==> src/rtl/eirq_pkg.sv <==
package eirq_pkg;

    localparam int NPIN       = 4;
    localparam int AGREE_N    = 3;
    localparam int PER_SRC0   = 2;
    localparam int PER_FAST   = 16;
    localparam int PER_SLOW   = 64;
    localparam int PER_SRC23  = 8;

    localparam logic [7:0] CTL_MASK = 8'hDC;

    typedef struct packed {
        logic       nrange;   // bit 7: source 1 noise range, 1 = short
        logic       en0;      // bit 6: source 0 acts as interrupt input
        logic       rsv5;
        logic [2:0] fall_sel; // bits 4..2: sources 3..1, 1 = falling edge
        logic [1:0] rsv;
    } ctl_t;

    // Last strobe phase (period minus one) for a pin.
    function automatic int last_phase(input int idx, input logic nrange,
                                      input int p0, input int pf,
                                      input int ps, input int p23);
        int p;
        if (idx == 0)      p = p0;
        else if (idx == 1) p = nrange ? pf : ps;
        else               p = p23;
        return p - 1;
    endfunction

endpackage

==> src/rtl/eirq_sync.sv <==
module eirq_sync #(
    parameter int W      = 4,
    parameter int STAGES = 2
) (
    input  logic         clk,
    input  logic         rst,
    input  logic [W-1:0] d,
    output logic [W-1:0] q
);
    logic [W-1:0] stage [STAGES];

    always_ff @(posedge clk) begin
        if (rst) stage[0] <= '0;
        else     stage[0] <= d;
    end

    for (genvar s = 1; s < STAGES; s++) begin : g_stage
        always_ff @(posedge clk) begin
            if (rst) stage[s] <= '0;
            else     stage[s] <= stage[s-1];
        end
    end

    assign q = stage[STAGES-1];
endmodule

==> src/rtl/eirq_filter.sv <==
module eirq_filter #(
    parameter int CNT_W   = 6,
    parameter int AGREE_N = 3
) (
    input  logic             clk,
    input  logic             rst,
    input  logic             smp,
    input  logic [CNT_W-1:0] last_ph,
    output logic             level,
    output logic             rise,
    output logic             fall
);
    localparam int AW = $clog2(AGREE_N + 1);
    localparam logic [AW-1:0] AGREE_LAST = AW'(AGREE_N - 1);

    logic [CNT_W-1:0] phase;
    logic [AW-1:0]    agree;
    logic             stb;

    assign stb = (phase >= last_ph);

    always_ff @(posedge clk) begin
        if (rst) begin
            phase <= '0;
            agree <= '0;
            level <= 1'b0;
            rise  <= 1'b0;
            fall  <= 1'b0;
        end else begin
            phase <= stb ? '0 : phase + 1'b1;
            rise  <= 1'b0;
            fall  <= 1'b0;
            if (stb) begin
                if (smp == level) begin
                    agree <= '0;
                end else if (agree == AGREE_LAST) begin
                    agree <= '0;
                    level <= smp;
                    rise  <= smp;
                    fall  <= ~smp;
                end else begin
                    agree <= agree + 1'b1;
                end
            end
        end
    end

    // level moves only on a strobe and toward the sampled value
    p_flip_on_strobe_r10: assert property (@(posedge clk) disable iff (rst)
        !$stable(level) |-> $past(stb));
    p_flip_to_sample_r10: assert property (@(posedge clk) disable iff (rst)
        !$stable(level) |-> (level == $past(smp)));
    p_agree_bound_r10: assert property (@(posedge clk) disable iff (rst)
        agree < AW'(AGREE_N));
endmodule

==> src/rtl/eirq_latch.sv <==
module eirq_latch (
    input  logic clk,
    input  logic rst,
    input  logic set,
    input  logic clr,
    output logic q
);
    always_ff @(posedge clk) begin
        if (rst)      q <= 1'b0;
        else if (set) q <= 1'b1;
        else if (clr) q <= 1'b0;
    end

    // hold until cleared; set beats clear
    p_hold_r8: assert property (@(posedge clk) disable iff (rst)
        (q && !clr) |=> q);
    p_set_wins_r8: assert property (@(posedge clk) disable iff (rst)
        set |=> q);
endmodule

==> src/rtl/ext_irq_cond.sv <==
module ext_irq_cond
    import eirq_pkg::*;
#(
    parameter int P_SRC0  = PER_SRC0,
    parameter int P_FAST  = PER_FAST,
    parameter int P_SLOW  = PER_SLOW,
    parameter int P_SRC23 = PER_SRC23,
    parameter int N_AGREE = AGREE_N,
    parameter int SYNC_N  = 2
) (
    input  logic       clk,
    input  logic       rst,
    input  logic [3:0] pin_raw,
    input  logic       ctl_we,
    input  logic [7:0] ctl_wdata,
    output logic [7:0] ctl_q,
    input  logic [3:0] latch_clr,
    input  logic       master_en,
    input  logic [3:0] src_en,
    output logic [3:0] latch_q,
    output logic [3:0] irq_req
);
    localparam int CNT_W = $clog2(P_SLOW);

    ctl_t       ctl;
    logic [3:0] pin_s;
    logic [3:0] lvl, rise, fall, set;

    always_ff @(posedge clk) begin
        if (rst)         ctl <= '0;
        else if (ctl_we) ctl <= ctl_t'(ctl_wdata & CTL_MASK);
    end
    assign ctl_q = ctl;

    eirq_sync #(.W(NPIN), .STAGES(SYNC_N)) u_sync (
        .clk(clk), .rst(rst), .d(pin_raw), .q(pin_s)
    );

    for (genvar i = 0; i < NPIN; i++) begin : g_src
        logic [CNT_W-1:0] last_ph;
        assign last_ph = CNT_W'(last_phase(i, ctl.nrange,
                                           P_SRC0, P_FAST, P_SLOW, P_SRC23));

        eirq_filter #(.CNT_W(CNT_W), .AGREE_N(N_AGREE)) u_filt (
            .clk(clk), .rst(rst), .smp(pin_s[i]), .last_ph(last_ph),
            .level(lvl[i]), .rise(rise[i]), .fall(fall[i])
        );

        if (i == 0) begin : g_fixed
            assign set[i] = fall[i] & ctl.en0;
        end else begin : g_sel
            assign set[i] = ctl.fall_sel[i-1] ? fall[i] : rise[i];
        end

        eirq_latch u_latch (
            .clk(clk), .rst(rst), .set(set[i]), .clr(latch_clr[i]),
            .q(latch_q[i])
        );
    end

    assign irq_req = latch_q & src_en & {NPIN{master_en}};

    // with source 0 disabled its latch cannot become set
    p_src0_gate_r7: assert property (@(posedge clk) disable iff (rst)
        (!ctl.en0 && !latch_q[0]) |=> !latch_q[0]);
    // source 0 never latches on a rising filtered edge
    p_src0_no_rise_r6: assert property (@(posedge clk) disable iff (rst)
        (rise[0] && !latch_q[0]) |=> !latch_q[0]);
endmodule

==> config.mk <==
export PLATFORM = sky130hd
export DESIGN_NAME = ext_irq_cond
export DESIGN_NICKNAME = d
export VERILOG_FILES = /design/src/rtl/eirq_pkg.sv /design/src/rtl/eirq_sync.sv /design/src/rtl/eirq_filter.sv /design/src/rtl/eirq_latch.sv /design/src/rtl/ext_irq_cond.sv
export SDC_FILE = /design/constraint.sdc
export NUM_CORES = 1
export LEC_CHECK = 0
export CAP_MARGIN = 10
export CORE_ASPECT_RATIO = 2
export CORE_MARGIN = 2
export CORE_UTILIZATION = 60
export CTS_CLUSTER_SIZE = 28
export DETAILED_ROUTE_END_ITERATION = 10
export DONT_BUFFER_PORTS = 1
export PLACE_DENSITY = 0.75
export SLEW_MARGIN = 20
export SYNTH_ARGS = -nofsm -noshare
export SYNTH_HDL_FRONTEND = slang
export SYNTH_SLANG_ARGS = --single-unit
==> constraint.sdc <==
create_clock -name clk -period 1.9 [get_ports clk]
set_input_delay 0.38 -clock clk [delete_from_list [all_inputs] [get_ports clk]]
set_output_delay 0.38 -clock clk [all_outputs]
set_load 0.02 [all_outputs]
# After elaboration in Yosys (flattened, before gate mapping)
# Memories as Yosys holds them, arrays and structs flattened.
# Index checks and enable logic that the tools add are counted.
[word_totals]
regBits = 52
mem_bits_rw = 8
input_bits = 24
out_inout_bits = 16
word_cells = 110
mem_count = 1
[memory_table]
columns = ["name", "depth", "width", "read_ports", "rd_clocked_by_memory_dff", "wr", "line", "text"]
rows = [
  ["u_sync.stage", 2, 4, 2, 0, 2, "eirq_sync.sv:10", "logic [W-1:0] stage [STAGES];"],
]
[classes]
add_sub_neg = 9
n_lt_le_gt_ge = 4
n_eq_ne = 8
mux = 25
n_bitwise = 21
n_reduce_logical = 16
[op_table]
columns = ["op", "n"]
rows = [
  ["6-bit by 1-bit adder with 6-bit output, second input constant", 4],
  ["2-bit two-way mux", 8],
  ["1-bit inverter", 16],
  ["4-bit OR reduction", 4],
  ["1-bit two-way mux", 14],
  ["6-bit by 3-bit >= comparator with 1-bit output, second input constant", 2],
  ["3-bit AND reduction", 4],
  ["2-bit by 1-bit adder with 2-bit output, second input constant", 4],
  ["4-bit AND", 2],
  ["2-bit == test, second input constant", 4],
  ["4-bit two-way mux", 2],
  ["2-bit nonzero test", 4],
  ["2-bit OR reduction", 4],
  ["6-bit by 1-bit >= comparator with 1-bit output, second input constant", 1],
  ["6-bit >= comparator", 1],
  ["6-bit by 1-bit subtractor with 6-bit output, second input constant", 1],
  ["5-bit two-way mux", 1],
  ["1-bit == test", 4],
  ["1-bit OR", 2],
  ["1-bit AND", 1],
]

# Depth between registers and ports, before layout
[logic_depth]
ltp_word = 5
depth_mapped = 5
depth_no_buf = 5

# Hierarchy
# A second synthesis with hierarchy kept.
[unflattened]
cells_unflattened = 318
area_unflattened_um2 = 3066.7
[by_module_without_submodules]
columns = ["module", "n_inst", "cells_per_inst", "area_each_um2", "seq_area_each_um2"]
rows = [
  ["eirq_filter", 4, 64, 605.6, 220.2],
  ["ext_irq_cond", 1, 30, 279.0, 100.1],
  ["eirq_sync", 1, 16, 210.2, 160.2],
  ["eirq_latch", 4, 4, 38.8, 20.0],
]

# Least setup slack after synthesis
# No wires, ideal clock.
[synth_path]
path_type = "register to register"
startpoint = "register g_src[2].u_filt.phase[0]"
endpoint = "register g_src[2].u_filt.level"
setup_ps = 128
t_arrival_ps = 1382
setup_slack_ps = 390
stages_incl_launch_ff = 6
path_buffers = 0
synth_period_minus_slack_ps = 1510
cell_sequence = "dfxtp_1 -> ha_1 -> a2111oi_4 -> or3b_4 -> mux2i_1 -> nor2_1"
[synth_via]
elab_chain_cells = 2
[synth_lines]
columns = ["item", "line", "text"]
rows = [
  ["start, declared", "eirq_filter.sv:16", "logic [CNT_W-1:0] phase;"],
  ["start signal, assigned", "eirq_filter.sv:30", "phase <= stb ? '0 : phase + 1'b1;"],
  ["6-bit by 3-bit >= comparator with 1-bit output", "eirq_filter.sv:20", "assign stb = (phase >= last_ph);"],
  ["3-bit AND reduction (no source line)", "-", ""],
  ["end signal, assigned", "eirq_filter.sv:38", "level <= smp;"],
  ["end, declared", "eirq_filter.sv:9", "output logic level,"],
]
# No other way between the ends.
# A chain may end at the register's enable or synchronous reset.

# Worst setup path in the final report
# Ends and elaborated chain as after synthesis.

==> impl_metrics.yaml <==
run_status:
  status: "finished clean"
yosys:
  synth_ff_type: "dfxtp_1"
  synth_top_area_share_pct: 53.3
  synth_common_cells: "dfxtp_1 (60), nor2_1 (32), mux2i_1 (16), nand2b_1 (10)"
  yosysSeqAreaShare_pct: 53.3
  async_flop_share_pct: 0
  ys_warn_count: 0
  synthTopCellsByArea: "dfxtp_1 (53%), mux2i_1 (7.1%), nor2_1 (5.3%), ha_1 (4.4%), nand2b_1 (2.8%)"
  yosysTopAreaCell: "dfxtp_1"
  syn_inst: 215
  ys_ff_latch: 60
  synth_cell_type_count: 27
  synth_edf_count: 0
  synth.cell_area_mm2: 0.00225
  syn_avg_cell_area_um2: 10.5
  synth.most_common_cell: "dfxtp_1"
floorplanning:
  coreArea_mm2: 0.00361
  die_h_um: 90.7
  io_pins: 40
  rows: 31
  start_util_pct: 62.5
  die-area_mm2: 0.00429
  die_w_um: 47.3
timing:
  clock_skew_ps: 3.02
  min_period_over_period_pct: 86.3
  finalHoldViolCount: 0
  rsz0062_at_grt: "no"
  min_period_ps: 1640
  fmax_mhz: 610
  slew_headroom_pct: 64.3
  whs_ps: 123
  maxSlewViolCount: 0
  setup-violations-final: 0
  finalSetupTns_ps: 0
  worst_pin_slew_ps: 529
drt:
  drcViolationCount: 0
  routed_wl_um: 3400
  ant_nets: 0
  via_per_inst: 5.18
  dr.pass1.iters: 6
  wl_per_cell_um: 12.3
  num_vias: 1435
  drt_iter0_drc: 25
placement:
  gp_congestion: 0.782
  port_buffers: 0
  post-dp-hpwl_um: 2430
finish:
  regArea_mm2: 0.00120
  layout-drive-gt1-share_pct: 8.33
  areaGrowthSynthToFinish_pct: 9.27
  fillers: 287
  nNetsFinal: 255
  multi_input_comb_area_um2: 993
  n_antenna_cell: 0
hold_path:
  hp-class: "input port to flip-flop"
  worstHoldPathCells: 1
critical_path:
  worst-path-stages: 5
  cpPeakStageDelay_ps: 500
  worst-r2r-cell-count: 5
  path_cells: "ha_1 -> a2111oi_4 -> or3b_4 -> mux2i_1 -> nor2_1"
  critPathKind: "flip-flop to flip-flop"
  crit_path_end_kind: "flip-flop"
  cp_top_family: "compound AO/OA/AOI/OAI gates"
  cp.arrival_ps: 1860
  path_max_fanout: 6
  crit_buf_inv: 0
  slowest_stage: "a2111oi_4"
  required_ps: 2120
  start_kind: "flip-flop"
pwr:
  peakVddDrop_uv: 808
  power_density_mw_per_mm2: 974
  power_leakage_nw: 0.995
clocking:
  h-tree-depth: 3
  cts_tree: "built"
  post_cts_resized: 0
  numClockSinks: 60
  ctsHoldBuffers: 0
  root_buffer: "clkbuf_8"
  clock_latency_ps: 330
  cts_setup_buffers: 0
  clockBufferDepth: 2
  cts_buffers: 9
  clk_pin_slew_ps: 60
global_routing:
  antenna_found_initial: 0
  grt_pass1_wl_um: 5800
  gr-total-overflow: 0
  gr-usage-all-layers_pct: 18.8
  grt_pass1_vias: 1538
  grt_max_degree: 45
job:
  drv_cap: 0
state kept, by name, summed over array words and instances, names as in the netlist:
name                count
g_src.u_filt.fall       4
u_sync.stage            8
g_src.u_filt.level      4
g_src.u_filt.rise       3
g_src.u_filt.agree      8
ctl_q                   5
g_src.u_latch.q         4
g_src.u_filt.phase     24
report_power, final:
group	switching, mW	leakage [nW]	internal, mW
Combinational	0.0352	0.411	0.0377
Clock	0.426	0.0937	0.579
Sequential	0.0297	0.490	1.29
worst paths after layout:
check | from | to | slack, ps
worst max register to register | g_src[2].u_filt.phase[0]$_SDFF_PP0_ | g_src[2].u_filt.level$_SDFFE_PP0P_ | 260
worst min register to register | u_sync.stage[0][0]$_SDFF_PP0_ | u_sync.stage[1][0]$_SDFF_PP0_ | 440
worst min-delay path | rst | u_sync.stage[0][2]$_SDFF_PP0_ | 120
worst max-delay path | g_src[2].u_filt.phase[0]$_SDFF_PP0_ | g_src[2].u_filt.level$_SDFFE_PP0P_ | 260
metrics by stage:
stage                     util [%]  area [um^2]  setup slack [ps]  cells  total power, mW
after global placement        63.3         2280               339    261             1.41
final                         68.3         2460               259    277             2.40
after detailed placement      63.3         2280               268    261             1.42
after global routing          68.3         2460               157    277             2.51
after floorplan                  -         2290               390    224             1.42
after CTS                     68.3         2460               257    277             2.44
placed cells by master (no fill, tap or decap):
cell type,netlist,layout
nand2_1,5,5
inv_1,5,5
nand3b_1,5,5
clkbuf_8,0,12
a2111oi_4,2,2
a21o_1,1,1
and3_1,4,4
clkbuf_1,3,3
dfxtp_1,60,60
buf_4,7,1
nor4_1,3,3
nor3_1,6,6
nand3_1,4,4
ha_1,8,8
xor2_1,4,4
o21ai_0,1,1
mux2i_1,16,16
or3b_4,2,2
xnor2_1,7,7
nor3b_1,3,3
nor2b_1,8,8
o21bai_2,1,1
conb_1,1,10
nor2_1,32,32
nand2b_1,10,10
clkinv_2,0,1
a21oi_1,8,8
nor4b_1,6,6
final cells by class:
class | instances | share of cell area, %
tap | 49 | 2.49
timing repair buffer | 1 | 0.305
inverter | 5 | 0.762
sequential | 60 | 48.8
clock inverter | 1 | 0.203
clock buffer | 15 | 7.16
multi-input combinational | 146 | 40.3
kinds of logic after synthesis:
family,synth area share (%)
buf+inv,4.16
simple gates,21.3
mux,7.10
other cells,0.166
compound gates,5.27
xor+xnor,4.27
flops,53.3
fa+ha+maj,4.44
worst reg2reg max path, stage by stage (launching register included):
cell,delay (ps)
dfxtp_1,320
ha_1,240
a2111oi_4,500
or3b_4,230
mux2i_1,180
nor2_1,60
per-layer routing:
metal	track usage (%)	up-vias	share of wire [%]
li1	-	724	-
met1	18.4	656	39
met2	30.6	46	52
met3	7.20	9	5.5
met4	11.3	0	2.7
met5	0	-	0
Note: power is estimated with default switching activity, not from simulation.
